File: config.mk
export PLATFORM = sky130hd
export DESIGN_NAME = mlcd_line_tx
export DESIGN_NICKNAME = d
export VERILOG_FILES = /design/src/rtl/mlcd_pkg.sv /design/src/rtl/mlcd_sclk_timer.sv /design/src/rtl/mlcd_bit_engine.sv /design/src/rtl/mlcd_frame_seq.sv /design/src/rtl/mlcd_line_tx.sv
export SDC_FILE = /design/constraint.sdc
export NUM_CORES = 1
export LEC_CHECK = 0
export BUFFER_PORTS_ARGS = -buffer_cell sky130_fd_sc_hd__clkbuf_2
export CORE_MARGIN = 8
export CORE_UTILIZATION = 40
export CTS_BUF_LIST = sky130_fd_sc_hd__clkbuf_16
export CTS_CLUSTER_SIZE = 16
export DETAILED_ROUTE_END_ITERATION = 16
export GPL_ROUTABILITY_DRIVEN = 1
export PLACE_DENSITY = 0.65
export SETUP_SLACK_MARGIN = 0.15
export SYNTH_ARGS = -nofsm -noshare
export SYNTH_HDL_FRONTEND = slang
export SYNTH_SLANG_ARGS = --single-unit
export TNS_END_PERCENT = 10
File: constraint.sdc
create_clock -name clk -period 2.34 [get_ports clk]
set_input_delay 0.234 -clock clk [delete_from_list [all_inputs] [get_ports clk]]
set_output_delay 0.234 -clock clk [all_outputs]
set_load 0.05 [all_outputs]
File: src/rtl/mlcd_pkg.sv
`timescale 1ns/1ps
package mlcd_pkg;
  typedef enum logic [1:0] {
    OP_KEEP  = 2'd0,
    OP_ROWS  = 2'd1,
    OP_BLANK = 2'd2,
    OP_ALT   = 2'd3
  } mlcd_op_e;

  typedef enum logic [2:0] {
    IT_MODE, IT_ADDR, IT_PIX, IT_TAIL, IT_PAD
  } mlcd_item_e;

  typedef enum logic [1:0] {
    PH_IDLE, PH_LEAD, PH_SHIFT, PH_TRAIL
  } mlcd_phase_e;

  function automatic logic [7:0] mode_code(input mlcd_op_e op, input logic pol);
    logic [7:0] base;
    case (op)
      OP_ROWS:  base = 8'h01;
      OP_BLANK: base = 8'h04;
      default:  base = 8'h00;
    endcase
    return base | {6'd0, pol, 1'b0};
  endfunction
endpackage

File: src/rtl/mlcd_sclk_timer.sv
`timescale 1ns/1ps
module mlcd_sclk_timer #(
  parameter int HALF_DIV = 2
) (
  input  logic clk,
  input  logic rst,
  input  logic run,
  output logic mid_tick,
  output logic bit_tick
);
  localparam int BIT_CYC = 2 * HALF_DIV;
  localparam int CW = (BIT_CYC > 2) ? $clog2(BIT_CYC) : 1;

  logic [CW-1:0] cyc;

  always_ff @(posedge clk) begin
    if (rst || !run) cyc <= '0;
    else if (cyc == CW'(BIT_CYC - 1)) cyc <= '0;
    else cyc <= cyc + 1'b1;
  end

  assign mid_tick = run && (cyc == CW'(HALF_DIV - 1));
  assign bit_tick = run && (cyc == CW'(BIT_CYC - 1));
endmodule

File: src/rtl/mlcd_bit_engine.sv
`timescale 1ns/1ps
module mlcd_bit_engine
  import mlcd_pkg::*;
#(
  parameter int CS_SETUP = 1,
  parameter int CS_HOLD  = 1
) (
  input  logic       clk,
  input  logic       rst,
  input  logic       start,
  input  logic       mid_tick,
  input  logic       bit_tick,
  input  logic [7:0] byte_in,
  input  logic       byte_last,
  output logic       advance,
  output logic       sclk,
  output logic       sdo,
  output logic       cs,
  output logic       busy,
  output logic       done
);
  localparam int GMAX = (CS_SETUP > CS_HOLD) ? CS_SETUP : CS_HOLD;
  localparam int GW   = (GMAX > 1) ? $clog2(GMAX + 1) : 1;

  mlcd_phase_e   ph;
  logic [7:0]    shreg;
  logic [2:0]    bidx;
  logic          lastf;
  logic [GW-1:0] gcnt;

  always_ff @(posedge clk) begin
    if (rst) begin
      ph      <= PH_IDLE;
      shreg   <= '0;
      bidx    <= '0;
      lastf   <= 1'b0;
      gcnt    <= '0;
      advance <= 1'b0;
      sclk    <= 1'b0;
      sdo     <= 1'b0;
      cs      <= 1'b0;
      busy    <= 1'b0;
      done    <= 1'b0;
    end else begin
      advance <= 1'b0;
      done    <= 1'b0;
      case (ph)
        PH_IDLE: begin
          if (start) begin
            ph   <= PH_LEAD;
            cs   <= 1'b1;
            busy <= 1'b1;
            gcnt <= '0;
          end
        end
        PH_LEAD: begin
          if (bit_tick) begin
            if (gcnt == GW'(CS_SETUP - 1)) begin
              ph      <= PH_SHIFT;
              shreg   <= byte_in;
              lastf   <= byte_last;
              sdo     <= byte_in[0];
              bidx    <= '0;
              advance <= 1'b1;
            end else begin
              gcnt <= gcnt + 1'b1;
            end
          end
        end
        PH_SHIFT: begin
          if (mid_tick) sclk <= 1'b1;
          if (bit_tick) begin
            sclk <= 1'b0;
            if (bidx != 3'd7) begin
              bidx  <= bidx + 1'b1;
              shreg <= shreg >> 1;
              sdo   <= shreg[1];
            end else if (lastf) begin
              ph   <= PH_TRAIL;
              sdo  <= 1'b0;
              gcnt <= '0;
            end else begin
              shreg   <= byte_in;
              lastf   <= byte_last;
              sdo     <= byte_in[0];
              bidx    <= '0;
              advance <= 1'b1;
            end
          end
        end
        PH_TRAIL: begin
          if (bit_tick) begin
            if (gcnt == GW'(CS_HOLD - 1)) begin
              ph   <= PH_IDLE;
              cs   <= 1'b0;
              busy <= 1'b0;
              done <= 1'b1;
            end else begin
              gcnt <= gcnt + 1'b1;
            end
          end
        end
        default: ph <= PH_IDLE;
      endcase
    end
  end
endmodule

File: src/rtl/mlcd_frame_seq.sv
`timescale 1ns/1ps
module mlcd_frame_seq
  import mlcd_pkg::*;
#(
  parameter int WIDTH_PX = 32,
  parameter int HEIGHT   = 12,
  localparam int BPR   = WIDTH_PX / 8,
  localparam int ROW_W = (HEIGHT > 1) ? $clog2(HEIGHT) : 1,
  localparam int LB_AW = (HEIGHT * BPR > 1) ? $clog2(HEIGHT * BPR) : 1,
  localparam int CLW   = (BPR > 1) ? $clog2(BPR) : 1
) (
  input  logic             clk,
  input  logic             rst,
  input  logic             start,
  input  mlcd_op_e         op,
  input  logic [ROW_W-1:0] row_first,
  input  logic [ROW_W-1:0] row_last,
  input  logic             pol,
  input  logic             advance,
  input  logic [7:0]       lb_rd_data,
  output logic [7:0]       nxt_byte,
  output logic             nxt_last,
  output logic             lb_rd_en,
  output logic [LB_AW-1:0] lb_rd_addr
);
  mlcd_item_e       item;
  logic [ROW_W-1:0] row;
  logic [ROW_W-1:0] end_row;
  logic [CLW-1:0]   col;
  logic             is_rows;
  logic             rd_pend;

  always_ff @(posedge clk) begin
    if (rst) begin
      item       <= IT_MODE;
      row        <= '0;
      end_row    <= '0;
      col        <= '0;
      is_rows    <= 1'b0;
      rd_pend    <= 1'b0;
      nxt_byte   <= '0;
      nxt_last   <= 1'b0;
      lb_rd_en   <= 1'b0;
      lb_rd_addr <= '0;
    end else begin
      lb_rd_en <= 1'b0;
      rd_pend  <= lb_rd_en;
      if (rd_pend) nxt_byte <= lb_rd_data;
      if (start) begin
        item     <= IT_MODE;
        nxt_byte <= mode_code(op, pol);
        nxt_last <= 1'b0;
        row      <= row_first;
        end_row  <= (row_last < row_first) ? row_first : row_last;
        is_rows  <= (op == OP_ROWS);
      end else if (advance) begin
        case (item)
          IT_MODE: begin
            if (is_rows) begin
              item     <= IT_ADDR;
              nxt_byte <= 8'(row) + 8'd1;
            end else begin
              item     <= IT_PAD;
              nxt_byte <= 8'h00;
              nxt_last <= 1'b1;
            end
          end
          IT_ADDR: begin
            item       <= IT_PIX;
            col        <= '0;
            lb_rd_en   <= 1'b1;
            lb_rd_addr <= LB_AW'(row) * LB_AW'(BPR);
          end
          IT_PIX: begin
            if (col == CLW'(BPR - 1)) begin
              item     <= IT_TAIL;
              nxt_byte <= 8'h00;
              nxt_last <= (row == end_row);
            end else begin
              col        <= col + 1'b1;
              lb_rd_en   <= 1'b1;
              lb_rd_addr <= lb_rd_addr + 1'b1;
            end
          end
          IT_TAIL: begin
            item     <= IT_ADDR;
            row      <= row + 1'b1;
            nxt_byte <= 8'(row) + 8'd2;
            nxt_last <= 1'b0;
          end
          default: item <= IT_PAD;
        endcase
      end
    end
  end
endmodule

File: src/rtl/mlcd_line_tx.sv
`timescale 1ns/1ps
module mlcd_line_tx
  import mlcd_pkg::*;
#(
  parameter int WIDTH_PX = 32,
  parameter int HEIGHT   = 12,
  parameter int HALF_DIV = 2,
  parameter int CS_SETUP = 1,
  parameter int CS_HOLD  = 1,
  localparam int BPR   = WIDTH_PX / 8,
  localparam int ROW_W = (HEIGHT > 1) ? $clog2(HEIGHT) : 1,
  localparam int LB_AW = (HEIGHT * BPR > 1) ? $clog2(HEIGHT * BPR) : 1
) (
  input  logic             clk,
  input  logic             rst,
  input  logic             cmd_valid,
  input  logic [1:0]       cmd_op,
  input  logic [ROW_W-1:0] cmd_row_first,
  input  logic [ROW_W-1:0] cmd_row_last,
  input  logic             vcom_pol,
  output logic             lb_rd_en,
  output logic [LB_AW-1:0] lb_rd_addr,
  input  logic [7:0]       lb_rd_data,
  output logic             sclk,
  output logic             sdo,
  output logic             cs,
  output logic             busy,
  output logic             done
);
  localparam logic [ROW_W-1:0] ROW_MAX = ROW_W'(HEIGHT - 1);

  logic             accept;
  logic [ROW_W-1:0] first_cl, last_cl;
  logic             mid_tick, bit_tick, advance, nxt_last;
  logic [7:0]       nxt_byte;

  assign accept   = cmd_valid && !busy;
  assign first_cl = (cmd_row_first > ROW_MAX) ? ROW_MAX : cmd_row_first;
  assign last_cl  = (cmd_row_last  > ROW_MAX) ? ROW_MAX : cmd_row_last;

  mlcd_sclk_timer #(.HALF_DIV(HALF_DIV)) u_timer (
    .clk(clk), .rst(rst), .run(busy),
    .mid_tick(mid_tick), .bit_tick(bit_tick)
  );

  mlcd_frame_seq #(.WIDTH_PX(WIDTH_PX), .HEIGHT(HEIGHT)) u_seq (
    .clk(clk), .rst(rst), .start(accept), .op(mlcd_op_e'(cmd_op)),
    .row_first(first_cl), .row_last(last_cl), .pol(vcom_pol),
    .advance(advance), .lb_rd_data(lb_rd_data),
    .nxt_byte(nxt_byte), .nxt_last(nxt_last),
    .lb_rd_en(lb_rd_en), .lb_rd_addr(lb_rd_addr)
  );

  mlcd_bit_engine #(.CS_SETUP(CS_SETUP), .CS_HOLD(CS_HOLD)) u_eng (
    .clk(clk), .rst(rst), .start(accept),
    .mid_tick(mid_tick), .bit_tick(bit_tick),
    .byte_in(nxt_byte), .byte_last(nxt_last), .advance(advance),
    .sclk(sclk), .sdo(sdo), .cs(cs), .busy(busy), .done(done)
  );
endmodule

After elaboration in Yosys (flattened, before gate mapping)
Index checks and enable logic that the tools add are counted.

Flip-flop bits (word level): 53. Latch bits: 0. RAM bits: 0. ROM bits: 0. Input bits: 22. Output and inout port bits: 12. Word-level logic and storage cells: 171. Memories kept: 0.

Add/subtract/negate cells: 8. Multiply operators: 0. Div/mod/pow operators: 0. Order comparisons: 3. Eq/ne operators: 26. Shift operators: 0. Mux-type cells: 79. Bitwise operators: 4. Reduce and logical (&&, ||, !) cells: 30.

Operator list (number): $mux 8 (12); $mux 1 (29); $mux 4 (6); $pmux 8 s3 (1); $mux 3 (7); $mux 2 (9); $ne 2x2->1 const B (9); $pmux 8 s2 (1); $reduce_and 4->1 (4); $reduce_and 5->1 (3); $pmux 3 s2 (2); $pmux 3 s4 (1); $pmux 6 s2 (1); $reduce_bool 2->1 (6); $eq 2x2->1 const B (5); $pmux 1 s2 (5); $gt 4x4->1 const B (2); $or 8x2->8 (1); $pmux 2 s4 (1); $reduce_and 8->1 (1); $reduce_or 2->1 (4); $add 6x1->6 const B (1); $eq 2x1->1 const B (3); $eq 3x2->1 const B (2); other kinds (23) (34).

Depth between registers and ports, before layout
Depth in word-level cells: 6. Gate-level depth with buffers: 8. Depth with buffers taken out: 7.

Hierarchy
A second synthesis with hierarchy kept.

Cells, all modules: 328. Area, all modules: 2946.6 µm².

By module, submodules not included: mlcd_frame_seq (instances 1, cells an instance 204, area an instance 1780.5 µm²); mlcd_bit_engine (instances 1, cells an instance 106, area an instance 1009.7 µm²); mlcd_sclk_timer (instances 1, cells an instance 9, area an instance 100.1 µm²); mlcd_line_tx (instances 1, cells an instance 9, area an instance 56.3 µm²).

Least setup slack after synthesis
Ideal clock, no wire load.

Path type: flip-flop to flip-flop. From: reg u_eng.ph[0]. To: reg u_eng.ph[1]. Arrival: 1.701 ns. Data required time: 2.212 ns. Slack: 0.512 ns. Stages on the path, launching flop included: 8. Path buffers: 1. Clock period less this slack: 1.828 ns. Cells stage by stage: dfxtp_1 inv_1 ha_1 buf_6 or3_1 a221oi_2 mux2i_1 nor2_1.

Word-level cells in the longest chain between the ends: 3. Elaborated cells between the ends (all ways): 14. Those cells by class: eq/ne: 11; mux: 1; reduce/logical: 2.

Ends and longest elaborated chain: start: declaration (line mlcd_bit_engine.sv:25) `mlcd_phase_e ph;`; start signal: assignment (line mlcd_bit_engine.sv:33) `ph <= PH_IDLE;`; start signal: assignment (line mlcd_bit_engine.sv:50) `ph <= PH_LEAD;`; start signal: assignment (line mlcd_bit_engine.sv:59) `ph <= PH_SHIFT;`; $eq 2x2->1, or another cell as far along (line mlcd_bit_engine.sv:47) `case (ph)`; $ne 2x1->1 (no line) or $ne 2x2->1 (tied branches); $reduce_and 8->1 (no line).

Parallel ways exist; a longest one is shown, timed or not. A chain may end at the register's enable or synchronous reset.

Worst setup path in the final report
Same ends and word-level chain as after synthesis.

==> qor.txt <==
OUTCOME
----------------------------------------------------------------------------------------
Run status ................................................................ complete, no violations

TIMING
----------------------------------------------------------------------------------------
Final Max Tran Viols ......................................................            0
Fin Hold WS ...............................................................     0.184 ns
Number of failing hold endpoints at the final stage .......................            0
Final worst clock skew ....................................................   0.00678 ns
Worst-margin pin slew .....................................................     0.533 ns
Sum of negative setup slack ...............................................         0 ns
Unrepaired setup endpoints after global routing ...........................           no
Portion of the clock cycle consumed by the worst path in the final layout .        81.9%
Total setup violations reported at the end of the flow ....................            0
Slew Limit Headroom .......................................................        64.4%
Final period demand of the worst path .....................................      1.92 ns
Max Fclk ..................................................................      522 MHz
Worst-case setup margin in the final layout ...............................     0.424 ns

LAYOUT
----------------------------------------------------------------------------------------
Area overhead of the layout relative to synthesis .........................        13.0%
Area of all placed cells without fillers .................................. 0.00323 sq mm
Number of inserted diodes .................................................            0
Fraction of the core area covered by cells at the end of the flow .........        45.5%
Post-Layout Cell Count ....................................................          454
Final net count ...........................................................          393
Fraction of final layout cells with drive strength greater than 1 .........        16.3%

GRT
----------------------------------------------------------------------------------------
Antenna violations before repair ..........................................            0
Total GRT Usage ...........................................................        13.5%
Pin count of the biggest net entering global routing ......................           26
Vias in the first global route ............................................         2356
Wire length of the first global-routing pass ..............................      11.0 mm
Total gr overflow .........................................................            0

FLOORPLANNING
----------------------------------------------------------------------------------------
Die outline width .........................................................  101 microns
Starting density of the core ..............................................        40.3%
Row cnt ...................................................................           31
Y dimension of the die ....................................................  101 microns
Top Ports .................................................................           34
Standard cell core area ................................................... 0.00710 sq mm
Total die area ............................................................ 0.0101 sq mm

SYNTHESIS
----------------------------------------------------------------------------------------
Commonest cells in the synthesized netlist ................................ 51 x dfxtp_1, 40 x nor2_1, 24 x a21oi_1, 19 x nand2_1, 16 x ha_1
#FFs+latches synth ........................................................           51
Synth Instances ...........................................................          332
Netlist cell types ........................................................           56
Per-instance average area after synthesis .................................   8.61 sq um
Proportion of netlist area held by the largest area contributor ...........        35.7%
Number of synthesized flops with an enable pin ............................            0
Syn. warnings .............................................................            0
Net count after synthesis .................................................          370
Share of synthesized registers carrying an async set or reset .............           0%
Most instantiated library cell after synthesis ............................      dfxtp_1
Synth top area cells ...................................................... dfxtp_1 36%, ha_1 7.0%, mux2i_1 5.3%, nor2_1 5.3%, a21oi_1 4.2%
Largest area contributor in the synthesized netlist .......................      dfxtp_1
Cell area after technology mapping ........................................ 0.00286 sq mm
Most instantiated flip-flop cell in the synthesis netlist .................      dfxtp_1
Sequential fraction of the synthesis area .................................        35.7%

WORST SETUP PATH
----------------------------------------------------------------------------------------
Max FO, Critical Path .....................................................           12
Crit Path Class ........................................................... flip-flop to flip-flop
Required time at the worst-slack endpoint .................................      2.52 ns
Element type at the critical path start ...................................    flip-flop
Arrival time at the worst endpoint ........................................      2.10 ns
Category of the worst setup path capture point ............................    flip-flop

FLOW RUN
----------------------------------------------------------------------------------------
Maximum capacitance violations ............................................            0

DETAILED ROUTING
----------------------------------------------------------------------------------------
Count of antenna-violating nets left after detailed routing ...............            0
Routed Wire Length ........................................................      6.43 mm
DRC violation count after routing .........................................            0
Vias after detailed routing ...............................................         2411
Vias/cell .................................................................         5.31
Number of detailed-route iterations in the first pass .....................            4
Initial DRC count .........................................................          158
Average wire per standard cell ............................................ 14.2 microns

CLOCK TREE
----------------------------------------------------------------------------------------
Clock net sink count ......................................................           51
Insertion delay of the later-clocked pin in the worst-skew pair ...........      0.29 ns
Deepest clock path buffer count ...........................................            2
Depth of the CTS H-tree ...................................................            2
Inserted Clock Buffers ....................................................            5
Cell chosen for the clock root ............................................    clkbuf_16
Cells resized by post-CTS repair ..........................................            0
TritonCTS clock tree ......................................................         done
CTS hold repair buffers ...................................................            0
Number of buffers added for setup after CTS ...............................            0
Clock transition at the registers of the reported paths ...................      0.07 ns

PLACE
----------------------------------------------------------------------------------------
Port Buffers ..............................................................           33
DP Area ................................................................... 0.00306 sq mm
Post-placement worst setup slack ..........................................     0.359 ns
Routability congestion estimate ...........................................        0.814
HPWL after detailed placement .............................................      4.78 mm
Number of cells after detailed placement ..................................          447

PWR
----------------------------------------------------------------------------------------
Power density normalized to cell area .....................................  823 mW/mm^2
Static leakage power ......................................................      1.26 nW
Switching pwr .............................................................     0.884 mW
Design Power ..............................................................      2.66 mW
Combinational fraction of design power ....................................        30.4%
Fraction of power consumed by the clock network ...........................        30.7%
Internal power component ..................................................      1.77 mW
Worst vdd ir ..............................................................     0.476 mV
Net Sw Frac ...............................................................        33.3%
Sequential cell fraction of total power ...................................        39.0%

MIN PATH
----------------------------------------------------------------------------------------
Worst hold path class ..................................................... input port to flip-flop

state kept, by name (all words and copies together) (netlist names):
register	cells
u_seq.rd_pend	1
u_eng.lastf	1
u_seq.nxt_byte	8
u_seq.row	4
u_seq.lb_rd_addr	6
u_eng.bidx	3
u_eng.sdo	1
u_timer.cyc	2
u_seq.lb_rd_en	1
u_eng.sclk	1
u_seq.is_rows	1
u_eng.advance	1
u_seq.col	2
u_seq.end_row	4
u_eng.cs	1
u_seq.nxt_last	1
u_eng.done	1
u_seq.item	3
u_eng.shreg	7
u_eng.ph	2
worst paths after layout:
path	endpoint	from	slack [ns]	cells after the start
worst max-delay path	u_eng.ph[1]$_SDFFE_PP0P_	u_eng.ph[0]$_SDFFE_PP0P_	0.42	6
worst min-delay path	u_seq.nxt_byte[7]$_SDFF_PP0_	lb_rd_data[7]	0.18	3
worst max register to register	u_eng.ph[1]$_SDFFE_PP0P_	u_eng.ph[0]$_SDFFE_PP0P_	0.42	6
worst min register to register	u_timer.cyc[0]$_SDFF_PP0_	u_timer.cyc[0]$_SDFF_PP0_	0.46	1
cell families (layout without fill, tap and decap cells):
logic type	Yosys count	count (layout)	synth area share, %
XOR/XNOR	7	7	2.15
multiplexers	18	18	6.44
flip-flops	51	51	35.7
buffers and inverters	32	55	5.52
AND/OR/NAND/NOR	123	123	22.7
AO/OA/AOI/OAI	85	85	20.5
adder cells (fa/ha/maj)	16	16	7.01
final cells by class:
type | count | area [sq um]
multi-input cells | 249 | 1680
flip-flops and latches | 51 | 1020
clock buffers | 5 | 125
repair buffers | 38 | 203
clock inverters | 2 | 37.5
fillers | 707 | 3870
well taps | 99 | 124
inverters | 10 | 37.5
power groups by stage:
stage	Combinational, mW	Sequential [mW]	Clock [mW]
global route	0.912	1.05	0.869
global placement	0.782	1.05	0
detailed placement	0.802	1.06	0
floorplan	0.659	1.06	0
finish	0.807	1.03	0.814
CTS	0.803	1.04	0.830
cell usage in the layout (no fill, tap or decap), drive strengths merged, types with 2 or more instances in the layout:
| cell type | n |
|---|---|
| a32oi | 4 |
| nor4b | 2 |
| nand2b | 8 |
| nand2 | 19 |
| xnor2 | 5 |
| buf | 5 |
| mux2i | 15 |
| nor2 | 40 |
| o21ai | 14 |
| and2 | 5 |
| nand3 | 11 |
| a21oi | 24 |
| a21o | 3 |
| a211oi | 16 |
| dfxtp | 51 |
| mux2 | 3 |
| nor4 | 2 |
| o2bb2ai | 2 |
| nand4 | 3 |
| nor3 | 6 |
| nor2b | 8 |
| ha | 16 |
| or3b | 3 |
| xor2 | 2 |
| o22ai | 2 |
| a311oi | 3 |
| a221oi | 3 |
| a31oi | 3 |
| or3 | 4 |
| o21a | 2 |
| and3 | 2 |
| clkbuf | 38 |
| nor3b | 5 |
| inv | 10 |
routing by layer:
layer	global-route usage, %	share of wire, %	up-vias
li1	-	-	1238
met4	3.26	1.1	0
met1	17.5	48	1117
met5	0	0	-
met3	3.31	4.4	7
met2	21.8	47	49
worst max-delay path: stages (launching register included):
cell and delay, ns:
dfxtp_1 0.38, inv_1 0.10, ha_1 0.32, or3_1 0.40
a221oi_2 0.34, mux2i_1 0.22, nor2_1 0.05
No activity file was read; power rests on OpenSTA's default activity.
